===== src/rtl/i2c_len_pkg.sv =====
package i2c_len_pkg;
  typedef enum logic [1:0] {
    END_SW     = 2'd0,
    END_AUTO   = 2'd1,
    END_REFILL = 2'd2
  } end_mode_e;

  function automatic end_mode_e pick_mode(input logic reload, input logic autostop);
    if (reload)        return END_REFILL;
    else if (autostop) return END_AUTO;
    else               return END_SW;
  endfunction
endpackage


===== src/rtl/i2c_len_counter.sv =====
module i2c_len_counter #(
  parameter int CNT_W = 8
) (
  input  logic             clk,
  input  logic             rst_n,
  input  logic             clr,
  input  logic             load,
  input  logic [CNT_W-1:0] load_val,
  input  logic             step,
  output logic [CNT_W-1:0] remaining,
  output logic             at_one,
  output logic             last_step
);
  localparam logic [CNT_W-1:0] ONE = CNT_W'(1);

  always_ff @(posedge clk or negedge rst_n) begin
    if (!rst_n)             remaining <= '0;
    else if (clr)           remaining <= '0;
    else if (load)          remaining <= load_val;
    else if (step)          remaining <= remaining - ONE;
  end

  assign at_one    = (remaining == ONE);
  assign last_step = step && at_one && !load && !clr;
endmodule


===== src/rtl/i2c_len_endctl.sv =====
module i2c_len_endctl
  import i2c_len_pkg::*;
(
  input  logic clk,
  input  logic rst_n,
  input  logic clr,
  input  logic mode_wr,
  input  logic cfg_reload,
  input  logic cfg_autostop,
  input  logic count_loaded,
  input  logic last_step,
  input  logic start_req,
  input  logic stop_req,
  output logic reload_q,
  output logic done_flag,
  output logic refill_flag,
  output logic stop_gen
);
  logic      autostop_q;
  end_mode_e mode;

  assign mode = pick_mode(reload_q, autostop_q);

  always_ff @(posedge clk or negedge rst_n) begin
    if (!rst_n) begin
      reload_q   <= 1'b0;
      autostop_q <= 1'b0;
    end else if (clr) begin
      reload_q   <= 1'b0;
      autostop_q <= 1'b0;
    end else if (mode_wr) begin
      reload_q   <= cfg_reload;
      autostop_q <= cfg_autostop;
    end
  end

  always_ff @(posedge clk or negedge rst_n) begin
    if (!rst_n) begin
      done_flag   <= 1'b0;
      refill_flag <= 1'b0;
      stop_gen    <= 1'b0;
    end else if (clr) begin
      done_flag   <= 1'b0;
      refill_flag <= 1'b0;
      stop_gen    <= 1'b0;
    end else begin
      stop_gen <= last_step && (mode == END_AUTO);
      if (last_step && mode == END_SW)         done_flag <= 1'b1;
      else if (start_req || stop_req)          done_flag <= 1'b0;
      if (last_step && mode == END_REFILL)     refill_flag <= 1'b1;
      else if (count_loaded)                   refill_flag <= 1'b0;
    end
  end
endmodule


===== src/rtl/i2c_len_pec.sv =====
module i2c_len_pec (
  input  logic clk,
  input  logic rst_n,
  input  logic clr,
  input  logic counting,
  input  logic pec_wr,
  input  logic pec_wdata,
  input  logic stop_seen,
  input  logic addr_match,
  input  logic reload_q,
  input  logic at_one,
  input  logic last_step,
  output logic pec_req,
  output logic pec_last
);
  logic hw_clear;

  assign hw_clear = clr || stop_seen || addr_match || (last_step && !reload_q);

  always_ff @(posedge clk or negedge rst_n) begin
    if (!rst_n)                                pec_req <= 1'b0;
    else if (hw_clear)                         pec_req <= 1'b0;
    else if (pec_wr && pec_wdata && counting)  pec_req <= 1'b1;
  end

  assign pec_last = pec_req && !reload_q && at_one && counting;
endmodule


===== src/rtl/i2c_len_seq.sv =====
module i2c_len_seq #(
  parameter int CNT_W = 8
) (
  input  logic             clk,
  input  logic             rst_n,
  input  logic             enable,
  input  logic             soft_rst,
  input  logic             master_mode,
  input  logic             byte_ctl_en,
  input  logic             cfg_wr,
  input  logic [CNT_W-1:0] cfg_count,
  input  logic             cfg_reload,
  input  logic             cfg_autostop,
  input  logic             start_pend,
  input  logic             start_req,
  input  logic             stop_req,
  input  logic             pec_wr,
  input  logic             pec_wdata,
  input  logic             stop_seen,
  input  logic             addr_match,
  input  logic             byte_valid,
  output logic             byte_ready,
  output logic [CNT_W-1:0] remaining,
  output logic             done_flag,
  output logic             refill_flag,
  output logic             scl_hold,
  output logic             stop_gen,
  output logic             pec_req,
  output logic             pec_last
);
  logic clr, counting, load, step, at_one, last_step, reload_q;

  assign clr      = soft_rst || !enable;
  assign counting = master_mode || byte_ctl_en;
  assign load     = cfg_wr && !start_pend && counting && !clr;
  assign scl_hold = done_flag || refill_flag;
  assign byte_ready = counting ? ((remaining != '0) && !scl_hold) : 1'b1;
  assign step     = byte_valid && byte_ready && counting;

  i2c_len_counter #(.CNT_W(CNT_W)) u_cnt (
    .clk(clk), .rst_n(rst_n), .clr(clr), .load(load), .load_val(cfg_count),
    .step(step), .remaining(remaining), .at_one(at_one), .last_step(last_step)
  );

  i2c_len_endctl u_end (
    .clk(clk), .rst_n(rst_n), .clr(clr), .mode_wr(cfg_wr && counting),
    .cfg_reload(cfg_reload), .cfg_autostop(cfg_autostop), .count_loaded(load),
    .last_step(last_step), .start_req(start_req), .stop_req(stop_req),
    .reload_q(reload_q), .done_flag(done_flag), .refill_flag(refill_flag),
    .stop_gen(stop_gen)
  );

  i2c_len_pec u_pec (
    .clk(clk), .rst_n(rst_n), .clr(clr), .counting(counting), .pec_wr(pec_wr),
    .pec_wdata(pec_wdata), .stop_seen(stop_seen), .addr_match(addr_match),
    .reload_q(reload_q), .at_one(at_one), .last_step(last_step),
    .pec_req(pec_req), .pec_last(pec_last)
  );
endmodule


===== config.mk =====
export PLATFORM = sky130hd
export DESIGN_NAME = i2c_len_seq
export DESIGN_NICKNAME = d
export VERILOG_FILES = /design/src/rtl/i2c_len_pkg.sv /design/src/rtl/i2c_len_counter.sv /design/src/rtl/i2c_len_endctl.sv /design/src/rtl/i2c_len_pec.sv /design/src/rtl/i2c_len_seq.sv
export SDC_FILE = /design/constraint.sdc
export NUM_CORES = 1
export LEC_CHECK = 0
export BUFFER_PORTS_ARGS = -buffer_cell sky130_fd_sc_hd__buf_2
export CAP_MARGIN = 25
export CORE_MARGIN = 2
export CORE_UTILIZATION = 35
export DETAILED_ROUTE_END_ITERATION = 8
export MAX_ROUTING_LAYER = met4
export PLACE_DENSITY = 0.69
export SYNTH_ARGS = -nofsm -noshare
export SYNTH_HDL_FRONTEND = slang
export SYNTH_SLANG_ARGS = --single-unit

===== constraint.sdc =====
create_clock -name clk -period 4.4 [get_ports clk]
set_clock_uncertainty 0.1 [all_clocks]
set_input_delay 0.88 -clock clk [delete_from_list [all_inputs] [get_ports clk]]
set_output_delay 0.88 -clock clk [all_outputs]
set_load 0.1 [all_outputs]

# Word level (Yosys, flattened, before mapping)
# Cells that the tools add are included.
dict set report totals {
  reg_bits 14
  out_inout_bits 15
  wordCells 69
}
dict set report op_classes {
  n_addsub 1
  n_eq_ne 3
  muxes 19
  n_reduce_logical 39
}
# cell n
set ops {}
lappend ops {{$mux W8} 3}
lappend ops {{$logic_and A1 B1 Y1} 19}
lappend ops {{$mux W1} 15}
lappend ops {{$reduce_bool A3 Y1} 3}
lappend ops {{$eq A8 B1 Y1 const B} 1}
lappend ops {{$reduce_bool A8 Y1} 1}
lappend ops {{$sub A8 B1 Y8 const B} 1}
lappend ops {{$logic_or A1 B1 Y1} 7}
lappend ops {{$logic_not A1 Y1} 6}
lappend ops {{$reduce_bool A2 Y1} 2}
lappend ops {{$eq A2 B1 Y1 const B} 1}
lappend ops {{$eq A2 B2 Y1 const B} 1}
lappend ops {{$logic_not A2 Y1} 1}
lappend ops {{$mux W2} 1}

# Longest topological paths before layout
dict set report depth {
  depth_word 12
  mapped_depth 6
  mapped_depth_nobuf 6
}

# Cells and area by module
# A second synthesis with hierarchy kept.
dict set report hier_totals {
  hier_cells 94
  area_unflattened_um2 885.8
}
# module instances cells_per_inst area_each_um2 seq_area_each_um2
set by_module_without_submodules {}
lappend by_module_without_submodules {i2c_len_counter 1 61 545.5 200.2}
lappend by_module_without_submodules {i2c_len_endctl 1 16 203.9 125.1}
lappend by_module_without_submodules {i2c_len_seq 1 11 72.6 0.0}
lappend by_module_without_submodules {i2c_len_pec 1 6 63.8 25.0}

# Worst setup path after synthesis
# Ideal clock, no wire load.
dict set report synth_timing {
  path_kind {flip-flop to output port}
  from {reg u_cnt.remaining[0]}
  to {out pec_last}
  arrival_time_ns 4.506
  required_time_ns 3.420
  setup_slack_ns -1.086
  path_stages_with_launch 4
  path_buffers 0
  cell_sequence {dfrtp_1 ha_1 nand4_1 nor4b_1}
}
dict set report synth_via {
  elab_chain_cells 3
}
# item line
set synth_rtl {}
lappend synth_rtl {{from (decl)} i2c_len_counter.sv:10} ;# output logic [CNT_W-1:0] remaining,
lappend synth_rtl {{from (signal assigned)} i2c_len_counter.sv:19} ;# else if (load) remaining <= load_val;
lappend synth_rtl {{from (signal assigned)} i2c_len_counter.sv:20} ;# else if (step) remaining <= remaining - ONE;
lappend synth_rtl {{$eq A8 B1 Y1} i2c_len_counter.sv:23} ;# assign at_one = (remaining == ONE);
lappend synth_rtl {{$logic_and A1 B1 Y1 (2 in series)} i2c_len_pec.sv:26} ;# assign pec_last = pec_req && !reload_q && at_one && counting;
lappend synth_rtl {{to (decl)} i2c_len_seq.sv:29} ;# output logic pec_last
# No other way between the ends.

# Worst setup path in the final report
dict set report layout_timing {
  from {reg u_cnt.remaining[4]}
  to {out pec_last}
}
# The elaborated chain is that of the path after synthesis.

==> impl_metrics.py <==
metrics = {
    "outcome": {
        "status": "finished clean",
    },
    "critical_path": {
        "cp.depth": 4,
        "ff2ff_path_depth": 4,
        "r2r_start": "u_end.refill_flag",
        "reg2reg_setup_slack_ps": 2470,
        "r2r_end": "u_cnt.remaining[4]",
        "path_delay_family": "simple AND/OR/NAND/NOR gates",
        "cp-endpoint": "pec_last",
        "crit_path_max_incr_delay_ps": 460,
        "crit_fanout": 6,
        "critPathRequiredTime_ps": 3420,
        "crit_arrival_ps": 1940,
        "crit_path_end_kind": "primary output",
        "path_buf_inv": 1,
        "cp_cell_sequence": "nor3_2, nand4_1, nor4b_2, buf_2",
        "slowest_stage": "buf_2",
        "path_class": "reg -> out",
        "start_kind": "flop",
        "startpoint": "u_cnt.remaining[4]",
    },
    "routing": {
        "drc": 0,
        "wirelength_um": 2470,
        "drt_iter0_drc": 31,
        "ant_nets": 0,
        "drt-vias-per-instance": 5.60,
        "wl_per_cell_um": 14.2,
        "route.vias.total": 975,
        "firstDrtPassIters": 4,
    },
    "clocking": {
        "cts_hold_buf": 0,
        "clk_pin_slew_ps": 90,
        "cts_max_level": 1,
        "numCtsBuffers": 3,
        "cts_resized": 0,
        "cts_tree": "yes",
        "clock_latency_ps": 290,
        "cts_max_path_buffers": 2,
        "root_buffer": "clkbuf_4",
        "clock_sinks": 14,
        "cts_setup_buffers": 0,
    },
    "global_routing": {
        "grt_pass1_wl_um": 4120,
        "antenna_found_initial": 0,
        "globalRouteTotalUtil": 0.173,
        "grt_max_degree": 18,
        "grt_pass1_vias": 872,
        "grt_overflow": 0,
    },
    "layout": {
        "drive_gt1_frac": 0.347,
        "regArea_um2": 350,
        "finish.net_count": 173,
        "multiInputGateArea_um2": 515,
        "area.growth.synth_to_final_pct": 26.2,
        "antenna_cells": 0,
        "n_fill_cell": 249,
    },
    "power": {
        "switching_power_mw": 0.156,
        "p_leak_nw": 0.573,
        "internal_power_mw": 0.222,
        "peakVddDrop_mv": 0.177,
        "power_frac_comb": 0.374,
        "switching_share": 0.414,
        "powerDensity_nw_per_um2": 324,
        "clkPwrFrac": 0.256,
        "pwr-share-seq": 0.370,
    },
    "yosys": {
        "synth_area_per_cell_um2": 8.63,
        "async_reset_ff_frac": 1.00,
        "synth_seq_area_share": 0.379,
        "yosysWarnings": 0,
        "synth_edf_count": 0,
        "syn_area_um2": 923,
        "ys_seq_elements": 14,
        "syn-num-nets": 135,
        "synth_cell_types": 34,
        "synth_cells": 107,
        "synthFlopType": "dfrtp_1",
    },
    "timing": {
        "setup_tns_ps": 0,
        "setup_viol": 0,
        "finalCritPeriodShare": 0.665,
        "drv_slew": 0,
        "worstMarginPinSlew_ps": 697,
        "hold_viol_final": 0,
        "max_freq_mhz": 342,
        "rsz0062_at_grt": "false",
        "slew_headroom": 0.534,
        "fin_hold_ws_ps": 381,
        "period_needed_ps": 2920,
    },
    "floorplan": {
        "fp.dieH_um": 55.4,
        "floorplan.rows": 18,
        "fp.dieArea_um2": 3070,
        "core_um2": 2500,
        "die_w_um": 55.4,
        "boundaryPins": 40,
        "start_util": 0.369,
    },
    "worst_hold_path": {
        "hold_class": "in -> async",
    },
    "flow_run": {
        "maxCapViolations": 0,
    },
    "placement": {
        "dpl.hpwl_um": 1910,
        "io_buffers": 39,
        "gp_congestion": 0.842,
    },
}
## worst min path at each step
stage                      from                  to  depth (start not counted)
3_5_place_dp   u_end.autostop_q     u_end.done_flag                          1
3_3_place_gp   u_end.autostop_q     u_end.done_flag                          1
4_1_cts                   rst_n  u_cnt.remaining[3]                          1
6_report                  rst_n  u_cnt.remaining[7]                          1
5_1_grt                   rst_n  u_cnt.remaining[3]                          1
2_1_floorplan  u_end.autostop_q     u_end.done_flag                          1
## cell type report
| cell class | instances | area share |
|---|---|---|
| multi-input combinational | 79 | 0.443 |
| sequential | 14 | 0.301 |
| timing repair buffer | 39 | 0.168 |
| tap | 30 | 0.0322 |
| clock buffer | 4 | 0.0311 |
| inverter | 8 | 0.0258 |
## state kept, by name, summed over array words and instances (netlist names)
signal and flops:
u_end.refill_flag 1, u_end.done_flag 1, u_pec.pec_req 1, u_end.autostop_q 1, u_end.stop_gen 1, u_cnt.remaining 8
u_end.reload_q 1
## logic make-up after synthesis
logic type	Yosys count	share of synthesized area
AOI/OAI and AO/OA	31	0.218
adders and majority gates	3	0.0407
buffers and inverters	14	0.0691
DFF	14	0.379
and+or+nand+nor	45	0.293
## placed cells by master, fill, tap and decap left out, types with 2 or more instances in the layout
master	instances
o21ai_0	7
o31ai_1	3
nand3_1	6
buf_2	39
nor2_1	4
nor4b_2	2
clkbuf_4	3
nand2b_1	2
nand2_1	7
a31oi_1	6
nor4_1	4
or4_1	5
nand4_1	3
a21oi_1	4
inv_1	8
dfrtp_1	14
and3_1	3
o21ai_1	4
o32ai_1	2
ha_1	3
or2_1	2
nor3_1	2
## synthesized netlist by cell type (2+ instances only)
cell      count  area [um^2]
dfrtp_1      14          350
inv_1         8         30.0
o21ai_0       8         40.0
nand2_1       7         26.3
a31oi_1       6         37.5
nand3_1       6         30.0
or4_1         5         37.5
a21oi_1       4         20.0
nor2_1        4         15.0
nor4_1        4         25.0
and3_1        3         18.8
buf_2         3         15.0
ha_1          3         37.5
nand4_1       3         18.8
o21ai_1       3         15.0
o31ai_1       3         22.5
clkbuf_1      2         7.51
nand2b_1      2         12.5
nor3_1        2         10.0
o32ai_1       2         17.5
or2_1         2         12.5
## power groups by stage
stage          sequential (mW)  clock, mW  combinational [mW]
2_1_floorplan            0.174          0              0.0799
3_3_place_gp             0.142          0               0.139
3_5_place_dp             0.142          0               0.141
4_1_cts                  0.140     0.0983               0.142
5_1_grt                  0.141      0.105               0.153
6_report                 0.140     0.0967               0.141
## routing by layer
metal / wire length, um / vias to the layer above / global-route usage
met4: 12 / 0 / 0.0209
met5: 0 / - / -
met2: 1180 / 28 / 0.260
met3: 164 / 4 / 0.0585
li1: - / 478 / -
met1: 1110 / 465 / 0.233
## through the flow
stage | power [mW] | std cells | utilization | setup slack (ps) | instance area, um^2
floorplan | 0.254 | 107 | - | 309 | 930
global route | 0.398 | 174 | 0.466 | 1360 | 1160
global placement | 0.281 | 170 | 0.451 | 1630 | 1130
finish | 0.378 | 174 | 0.466 | 1480 | 1160
CTS | 0.380 | 174 | 0.466 | 1470 | 1160
detailed placement | 0.283 | 170 | 0.451 | 1620 | 1130
(Power assumes the default switching activity.)
